### config.mk
export PLATFORM = sky130hd
export DESIGN_NAME = vp_fault_react
export DESIGN_NICKNAME = d
export VERILOG_FILES = /design/src/rtl/vpfr_pkg.sv /design/src/rtl/vpfr_vote.sv /design/src/rtl/vpfr_datapath.sv /design/src/rtl/vpfr_ctrl.sv /design/src/rtl/vp_fault_react.sv
export SDC_FILE = /design/constraint.sdc
export NUM_CORES = 1
export LEC_CHECK = 0
export ABC_AREA = 1
export BUFFER_PORTS_ARGS = -buffer_cell sky130_fd_sc_hd__buf_2
export CAP_MARGIN = 10
export CORE_MARGIN = 1
export CORE_UTILIZATION = 45
export DETAILED_ROUTE_END_ITERATION = 12
export GPL_TIMING_DRIVEN = 0
export PLACE_DENSITY = 0.72
export SETUP_SLACK_MARGIN = 0.1
export SKIP_CTS_REPAIR_TIMING = 1
export SKIP_LAST_GASP = 1
export SYNTH_ARGS = -nofsm -noshare
export SYNTH_HDL_FRONTEND = slang
export SYNTH_SLANG_ARGS = --single-unit
export TNS_END_PERCENT = 50
### constraint.sdc
create_clock -name clk -period 2.6 [get_ports clk]
set_input_delay 0.39 -clock clk [delete_from_list [all_inputs] [get_ports clk]]
set_output_delay 0.39 -clock clk [all_outputs]
set_load 0.01 [all_outputs]
### src/rtl/vpfr_pkg.sv
package vpfr_pkg;
  // strobes from control to datapath, valid in the cycle of inValid
  typedef struct packed {
    logic capture;
    logic selVoted;
    logic selMasked;
  } vpfrStrobe_t;
endpackage

### src/rtl/vpfr_vote.sv
module vpfr_vote #(
  parameter int DATA_W   = 32,
  parameter int NUM_PRED = 3
) (
  input  logic [NUM_PRED*DATA_W-1:0] cands,
  output logic [DATA_W-1:0]          voted,
  output logic                       voteOk
);
  localparam int CNT_W = $clog2(NUM_PRED + 1);
  localparam int NEED  = NUM_PRED / 2 + 1;

  logic [NUM_PRED-1:0] hit;

  genvar gi;
  generate
    for (gi = 0; gi < NUM_PRED; gi++) begin : g_cand
      logic [CNT_W-1:0] agree;
      always_comb begin
        agree = '0;
        for (int j = 0; j < NUM_PRED; j++) begin
          if (cands[j*DATA_W +: DATA_W] == cands[gi*DATA_W +: DATA_W])
            agree = agree + CNT_W'(1);
        end
      end
      assign hit[gi] = (agree >= CNT_W'(NEED));
    end
  endgenerate

  always_comb begin
    voted  = '0;
    voteOk = 1'b0;
    for (int k = NUM_PRED - 1; k >= 0; k--) begin
      if (hit[k]) begin
        voted  = cands[k*DATA_W +: DATA_W];
        voteOk = 1'b1;
      end
    end
  end
endmodule

### src/rtl/vpfr_datapath.sv
module vpfr_datapath
  import vpfr_pkg::*;
#(
  parameter int DATA_W   = 32,
  parameter int NUM_PRED = 3
) (
  input  logic                       clk,
  input  logic                       rst_n,
  input  logic [NUM_PRED*DATA_W-1:0] predValues,
  input  logic [DATA_W-1:0]          producedValue,
  input  logic                       maskWrEn,
  input  logic [DATA_W-1:0]          maskWrData,
  input  vpfrStrobe_t                strobe,
  output logic                       voteOk,
  output logic [DATA_W-1:0]          outValue,
  output logic                       mismatch
);
  logic [DATA_W-1:0] voted;
  logic [DATA_W-1:0] maskQ;
  logic [DATA_W-1:0] nextValue;

  vpfr_vote #(.DATA_W(DATA_W), .NUM_PRED(NUM_PRED)) u_vote (
    .cands (predValues),
    .voted (voted),
    .voteOk(voteOk)
  );

  always_ff @(posedge clk) begin
    if (!rst_n)        maskQ <= '0;
    else if (maskWrEn) maskQ <= maskWrData;
  end

  always_comb begin
    if (strobe.selMasked)     nextValue = producedValue ^ maskQ;
    else if (strobe.selVoted) nextValue = voted;
    else                      nextValue = producedValue;
  end

  always_ff @(posedge clk) begin
    if (!rst_n) begin
      outValue <= '0;
      mismatch <= 1'b0;
    end else begin
      mismatch <= strobe.capture && voteOk && (voted != producedValue);
      if (strobe.capture) outValue <= nextValue;
    end
  end
endmodule

### src/rtl/vpfr_ctrl.sv
module vpfr_ctrl
  import vpfr_pkg::*;
#(
  parameter int ROB_DEPTH = 16,
  parameter int STAT_W    = 8,
  parameter int CONF_W    = 7,
  parameter int HI_PCT    = 99,
  parameter int LO_PCT    = 90,
  localparam int TAG_W    = $clog2(ROB_DEPTH)
) (
  input  logic              clk,
  input  logic              rst_n,
  input  logic              inValid,
  input  logic [TAG_W-1:0]  inTag,
  input  logic [CONF_W-1:0] predConf,
  input  logic              voteOk,
  input  logic              reexecValid,
  input  logic [TAG_W-1:0]  reexecTag,
  input  logic              retireValid,
  input  logic [TAG_W-1:0]  retireTag,
  input  logic              squashValid,
  input  logic [TAG_W-1:0]  squashTag,
  output vpfrStrobe_t       strobe,
  output logic              outValid,
  output logic [TAG_W-1:0]  outTag,
  output logic              flushReq,
  output logic              alarm
);
  localparam logic [STAT_W-1:0] STAT_MAX = '1;

  logic [STAT_W-1:0] statusQ [ROB_DEPTH];
  logic              suspicious;
  logic [CONF_W-1:0] effConf;
  logic              goFlush;
  logic              goAlarm;

  genvar ge;
  generate
    for (ge = 0; ge < ROB_DEPTH; ge++) begin : g_entry
      logic clrHit;
      logic incHit;
      assign clrHit = (retireValid && retireTag == TAG_W'(ge)) ||
                      (squashValid && squashTag == TAG_W'(ge));
      assign incHit = reexecValid && reexecTag == TAG_W'(ge);
      always_ff @(posedge clk) begin
        if (!rst_n)                               statusQ[ge] <= '0;
        else if (clrHit)                          statusQ[ge] <= '0;
        else if (incHit && statusQ[ge] != STAT_MAX) statusQ[ge] <= statusQ[ge] + STAT_W'(1);
      end
    end
  endgenerate

  assign suspicious = (statusQ[inTag] != '0);
  assign effConf    = voteOk ? predConf : '0;

  always_comb begin
    strobe         = '0;
    strobe.capture = inValid;
    goFlush        = 1'b0;
    goAlarm        = 1'b0;
    if (suspicious) begin
      strobe.selMasked = 1'b1;
      goAlarm          = 1'b1;
    end else if (effConf >= CONF_W'(HI_PCT)) begin
      strobe.selVoted = 1'b1;
    end else if (effConf > CONF_W'(LO_PCT)) begin
      goFlush = 1'b1;
    end
  end

  always_ff @(posedge clk) begin
    if (!rst_n) begin
      outValid <= 1'b0;
      outTag   <= '0;
      flushReq <= 1'b0;
      alarm    <= 1'b0;
    end else begin
      outValid <= inValid;
      flushReq <= inValid && goFlush;
      alarm    <= inValid && goAlarm;
      if (inValid) outTag <= inTag;
    end
  end
endmodule

### src/rtl/vp_fault_react.sv
module vp_fault_react
  import vpfr_pkg::*;
#(
  parameter int DATA_W    = 32,
  parameter int NUM_PRED  = 3,
  parameter int ROB_DEPTH = 16,
  parameter int STAT_W    = 8,
  parameter int CONF_W    = 7,
  localparam int TAG_W    = $clog2(ROB_DEPTH)
) (
  input  logic                       clk,
  input  logic                       rst_n,
  input  logic                       inValid,
  input  logic [TAG_W-1:0]           inTag,
  input  logic [NUM_PRED*DATA_W-1:0] predValues,
  input  logic [CONF_W-1:0]          predConf,
  input  logic [DATA_W-1:0]          producedValue,
  input  logic                       reexecValid,
  input  logic [TAG_W-1:0]           reexecTag,
  input  logic                       retireValid,
  input  logic [TAG_W-1:0]           retireTag,
  input  logic                       squashValid,
  input  logic [TAG_W-1:0]           squashTag,
  input  logic                       maskWrEn,
  input  logic [DATA_W-1:0]          maskWrData,
  output logic                       outValid,
  output logic [TAG_W-1:0]           outTag,
  output logic [DATA_W-1:0]          outValue,
  output logic                       mismatch,
  output logic                       flushReq,
  output logic                       alarm
);
  vpfrStrobe_t strobe;
  logic        voteOk;

  vpfr_ctrl #(.ROB_DEPTH(ROB_DEPTH), .STAT_W(STAT_W), .CONF_W(CONF_W)) u_ctrl (
    .clk(clk), .rst_n(rst_n),
    .inValid(inValid), .inTag(inTag), .predConf(predConf), .voteOk(voteOk),
    .reexecValid(reexecValid), .reexecTag(reexecTag),
    .retireValid(retireValid), .retireTag(retireTag),
    .squashValid(squashValid), .squashTag(squashTag),
    .strobe(strobe), .outValid(outValid), .outTag(outTag),
    .flushReq(flushReq), .alarm(alarm)
  );

  vpfr_datapath #(.DATA_W(DATA_W), .NUM_PRED(NUM_PRED)) u_dp (
    .clk(clk), .rst_n(rst_n),
    .predValues(predValues), .producedValue(producedValue),
    .maskWrEn(maskWrEn), .maskWrData(maskWrData),
    .strobe(strobe), .voteOk(voteOk),
    .outValue(outValue), .mismatch(mismatch)
  );
endmodule

Word-level counts from Yosys, hierarchy flattened:

Memory sizes are Yosys's and may differ from the RTL's.
Index checks and enable logic that the tools add are counted.

* input port bits: 190
* output and inout bits: 40
* memories kept: 1
* RAM bits: 128
* bits in registers: 72

Memory list
* u_ctrl.statusQ: depth 16, width 8, rd ports 17, clocked after memory_dff 0, write ports 16, RTL line vpfr_ctrl.sv:31 `logic [STAT_W-1:0] statusQ [ROB_DEPTH];`

* bitwise gates (word level): 33
* mux-type cells: 166
* equal/unequal tests: 68
* magnitude comparators: 5
* $add $sub $neg: 21
* reduce and logical (&&, ||, !) cells: 88

Operator list (number)
* 2-to-1 mux 8 bit: 32
* == test 32 bit: 6
* 2-to-1 mux 32 bit: 5
* adder 8 x 1 -> 8 bit (second input constant): 16
* inequality test 8 bit (second input constant): 16
* 2-to-1 mux 1 bit: 124
* == test 4 bit (second input constant): 24
* logical AND 1 bit: 68
* == test 4 x 3 -> 1 bit (second input constant): 12
* inequality test 32 bit: 1
* bitwise OR 1 bit: 32
* bitwise XOR 32 bit: 1
* == test 4 x 2 -> 1 bit (second input constant): 6
* logical OR 1 bit: 16
* == test 4 x 1 -> 1 bit (second input constant): 3
* logical NOT 4 bit: 3
* adder 2 x 1 -> 2 bit (second input constant): 4
* 2-to-1 mux 2 bit: 4
* nonzero test 8 bit: 1
* greater-or-equal comparator 7 bit (second input constant): 1
* > comparator 7 bit (second input constant): 1
* 2-to-1 mux 7 bit: 1
* greater-or-equal comparator 2 bit (second input constant): 3
* adder 1 x 1 -> 2 bit (second input constant): 1

Longest topological paths before layout:

* word-level depth: 15
* mapped depth: 22

Hierarchy:

A second synthesis with hierarchy kept.

* cell total of the unflattened synthesis: 2009
* area, all modules: 14296.2 µm²

Modules (own cells, without submodules)
* vpfr_ctrl: cells an instance 944, area each 8219.1 µm², sequential area each 3983.8 µm², times used 1
* vpfr_datapath: cells an instance 609, area each 3726.1 µm², sequential area each 1301.2 µm², times used 1
* vpfr_vote: cells an instance 456, area each 2351.0 µm², sequential area each 0.0 µm², times used 1

Worst setup path after synthesis:

OpenSTA, ideal clock, no wires.

* path type: register -> register
* from: memory u_ctrl.statusQ[12][0]
* to: memory u_ctrl.statusQ[12][0], enable pin
* arrival time: 1.911 ns
* cell stages (with the launch flop): 9
* setup time: 0.345 ns
* setup slack: 0.345 ns
* period minus slack after synthesis: 2.255 ns
* data required time: 2.255 ns
* path through: edfxtp_1 ha_1 nand2_1 nor2_1 inv_1 nor2_1 nand2_1 o311ai_1 nand2_1

RTL lines (RTL line)
* from (decl): vpfr_ctrl.sv:31

==> impl_metrics.yaml <==
grt:
  grt_pass1_vias: 12900
  grt_max_degree: 21
  antenna_found_initial: 8
  track_usage_pct: 27.1
  grt_pass1_wl_um: 65800
  grt.overflow.total: 0
place:
  hpwl_um: 33600
  numPortBuffers: 226
  gp_congestion: 0.934
  pre_cts_ws_ns: -0.495
  dp.cells: 2621
synthesis:
  syn_area_mm2: 0.0138
  synth_fp_nets: 2211
  synth-edff-count: 128
  ys_warn_count: 0
  yosysSeqAreaShare_pct: 38.2
  syn_inst: 2005
  yosysUniqueCellTypes: 43
  synth.ff_latch_count: 200
  synth_area_per_cell_um2: 6.90
  async_reset_ff_share_pct: 0
  synth-main-ff-cell: "edfxtp_1"
setup_path:
  regToRegStartpoint: "u_ctrl.statusQ[1][1]"
  crit_slowest_cell: "edfxtp_1"
  critPathMaxStageDelay_ns: 0.45
  reg2reg_to: "u_dp.outValue[30]"
  path_buf_inv: 2
  path_class: "register to register"
  start_kind: "register"
  r2r_cells: 12
  crit_top_cell: "nand2_1"
  r2r_slack_ns: 0.22
  crit_fanout: 10
  crit_family: "simple AND/OR/NAND/NOR gates"
  cp-end-kind: "register"
  critPathArrivalTime_ns: 2.70
  crit_required_ns: 2.92
  crit_chain: "or2_2 > o41ai_2 > nand3_1 > nand2_1 > nand2_1 > nand3b_1 > nand2_4 > inv_1 > buf_4 > o21ai_0 > o21ai_1 > a21oi_1"
power:
  peakVddDrop_mv: 0.419
  internal-power_mw: 5.36
  comb_power_share_pct: 16.9
  seqPwrFrac_pct: 48.3
  clockPowerShare_pct: 34.8
  p_per_area_mw_per_mm2: 477
  p_sw_mw: 2.34
  switching_share_pct: 30.4
  power.leakage_nw: 7.57
sta:
  rsz0062_at_grt: "true"
  min_period_over_period_pct: 91.4
  period_minus_slack_ns: 2.38
  max_freq_mhz: 421
  timing.slew.headroom_pct: 30.5
  layout_setup_ws_ns: 0.223
  clock_skew_ns: 0.0218
  setup_viol: 0
  worstMarginPinSlew_ns: 1.03
  hold_viol: 0
  finalMaxSlewViolations: 0
floorplanning:
  num_io_pins: 230
  die-area_mm2: 0.0314
  core_area_mm2: 0.0300
  die_w_um: 177
  start_util_pct: 46.2
  row_count: 63
  dieHeight_um: 177
finish:
  drive_gt1_share_pct: 14.4
  nNetsFinal: 2458
  area_growth_pct: 16.6
  stdcell_count: 2664
detailed_routing:
  final_antenna_net_count: 0
  drtIter0Drc: 1229
  wl_per_cell_um: 15.8
  routed_wl_um: 42200
  via_per_inst: 5.30
  drc: 0
  vias: 14100
  dr.pass1.iters: 5
cts:
  clk_latency_ns: 0.45
  root_buffer: "clkbuf_16"
  h-tree-depth: 4
  clockBufferDepth: 2
  cts_tree: "yes"
  numCtsBuffers: 17
  clock-sinks: 200
  clkSlewWorstSetupHoldPaths_ns: 0.09
job:
  cap_violations: 0
min_path:
  min_path_cells: 3
  min_to: "u_dp.maskQ[25]"
  min_path_type: "primary input to register"
  min_from: "maskWrData[25]"
outcome:
  outcome: "completed"
-- logic make-up (layout without fill, tap and decap cells) --
| group | count (synthesis) | after routing | share of synthesized area [%] |
|---|---|---|---|
| AO/OA/AOI/OAI | 243 | 243 | 10.2 |
| flip-flops | 200 | 200 | 38.2 |
| adder cells (fa/ha/maj) | 16 | 16 | 1.45 |
| AND/OR/NAND/NOR | 1145 | 1145 | 34.6 |
| XOR/XNOR | 112 | 112 | 7.09 |
| other | 0 | 9 | 0 |
| buffers and inverters | 289 | 549 | 8.41 |
-- flip-flops by register name (all words and copies together), names as in the netlist --
signal	cells
u_dp.mismatch	1
u_ctrl.statusQ	128
u_ctrl.flushReq	1
u_ctrl.outValid	1
u_dp.outValue	32
u_ctrl.outTag	4
u_ctrl.alarm	1
u_dp.maskQ	32
-- power groups by stage --
stage | combinational (mW) | clock, mW | sequential, mW
after floorplan | 0.739 | 0 | 3.76
after global placement | 1.25 | 0 | 3.77
after detailed placement | 1.27 | 0 | 3.78
after CTS | 1.28 | 2.71 | 3.71
after global routing | 1.45 | 2.82 | 3.74
final | 1.30 | 2.68 | 3.72
-- final cells by class --
class | instances | area, µm²
inverters | 242 | 911
clock inverters | 14 | 146
plain buffers | 47 | 263
multi-input cells | 1516 | 7420
diodes | 9 | 22.5
flip-flops and latches | 200 | 5290
repair buffers | 228 | 1150
clock buffers | 18 | 439
fillers | 2926 | 13800
well taps | 390 | 488
-- cells in the mapped netlist (4+ instances only) --
master    number  area share (%)
nand2_1      576              16
nor2_1       314             8.5
inv_1        231             6.3
edfxtp_1     128              28
nand3_1      125             4.5
a21oi_1      107             3.9
dfxtp_1       72              10
o21ai_0       72             2.6
xor2_1        64             4.1
xnor2_1       48             3.0
nor3_1        45             1.6
nand4_1       31             1.4
clkbuf_1      28            0.76
nor3b_1       19             1.0
a31oi_1       16            0.72
ha_1          16             1.4
o211ai_1      16            0.87
or2_2         11            0.50
inv_2         10            0.27
nor4_1        10            0.45
o211ai_2      10            0.90
buf_2          7            0.25
buf_6          7            0.57
o21a_1         5            0.27
buf_4          4            0.22
nand2_2        4            0.18
o41ai_1        4            0.25
-- layer usage --
| layer | part of all wire [%] | GRT usage, % | wire [µm] | vias up |
|---|---|---|---|---|
| li1 | - | - | - | 7027 |
| met1 | 44 | 36.6 | 18700 | 6491 |
| met2 | 45 | 43.5 | 19000 | 522 |
| met3 | 7.3 | 3.83 | 3100 | 82 |
| met4 | 3.4 | 11.3 | 1440 | 2 |
| met5 | 0.031 | 0 | 13 | - |
-- worst reg2reg max path, stage by stage, from the launching register on --
cell and delay (ns):
edfxtp_1 0.45, or2_2 0.31, o41ai_2 0.25, nand3_1 0.12, nand2_1 0.10, nand2_1 0.05
nand3b_1 0.12, nand2_4 0.14, inv_1 0.12, buf_4 0.21, o21ai_0 0.11, o21ai_1 0.19
a21oi_1 0.08
-- metrics by stage --
step	TNS (ns)	hold WS (ns)	total power [mW]	instance area, µm²	utilization [%]
2_1_floorplan	0	0.448	4.50	13800	-
3_3_place_gp	-11.39	0.456	5.03	15400	51.6
3_5_place_dp	-11.63	0.457	5.05	15400	51.6
4_1_cts	-1.03	0.153	7.70	16000	53.5
5_1_grt	0	0.161	8.02	16100	53.8
6_report	0	0.157	7.70	16100	53.8
-- cells in the final DEF, fill, tap and decap left out, types with 4 or more instances in the layout --
master     Yosys  layout
a21oi_1      107     107
a31oi_1       16      16
buf_2          7     230
buf_4          4       7
buf_6          7       7
clkbuf_1      28      26
clkbuf_16      0      17
dfxtp_1       72      72
diode_2        0       9
edfxtp_1     128     128
ha_1          16      16
inv_1        231     231
inv_2         10      10
inv_6          0       5
inv_8          0       4
nand2_1      576     576
nand3_1      125     125
nand4_1       31      31
nor2_1       314     314
nor3_1        45      45
nor3b_1       19      19
nor4_1        10       9
o211ai_1      16      16
o211ai_2      10      10
o21a_1         5       5
o21ai_0       72      71
or2_2         11      11
xnor2_1       48      48
xor2_1        64      64
-- worst max path at each step --
stage | slack [ns] | cells after the start | from | end
2_1_floorplan | 0.34 | 8 | u_ctrl.statusQ[12][0] | u_ctrl.statusQ[12][0]
3_3_place_gp | -0.50 | 15 | inTag[0] | u_dp.outValue[30]
3_5_place_dp | -0.49 | 15 | inTag[0] | u_dp.outValue[30]
4_1_cts | -0.12 | 8 | u_ctrl.statusQ[12][0] | u_ctrl.statusQ[12][2]
5_1_grt | 0.06 | 12 | u_ctrl.statusQ[5][3] | u_dp.outValue[30]
6_report | 0.22 | 12 | u_ctrl.statusQ[1][1] | u_dp.outValue[30]
Power figures use the tool's default switching activity.
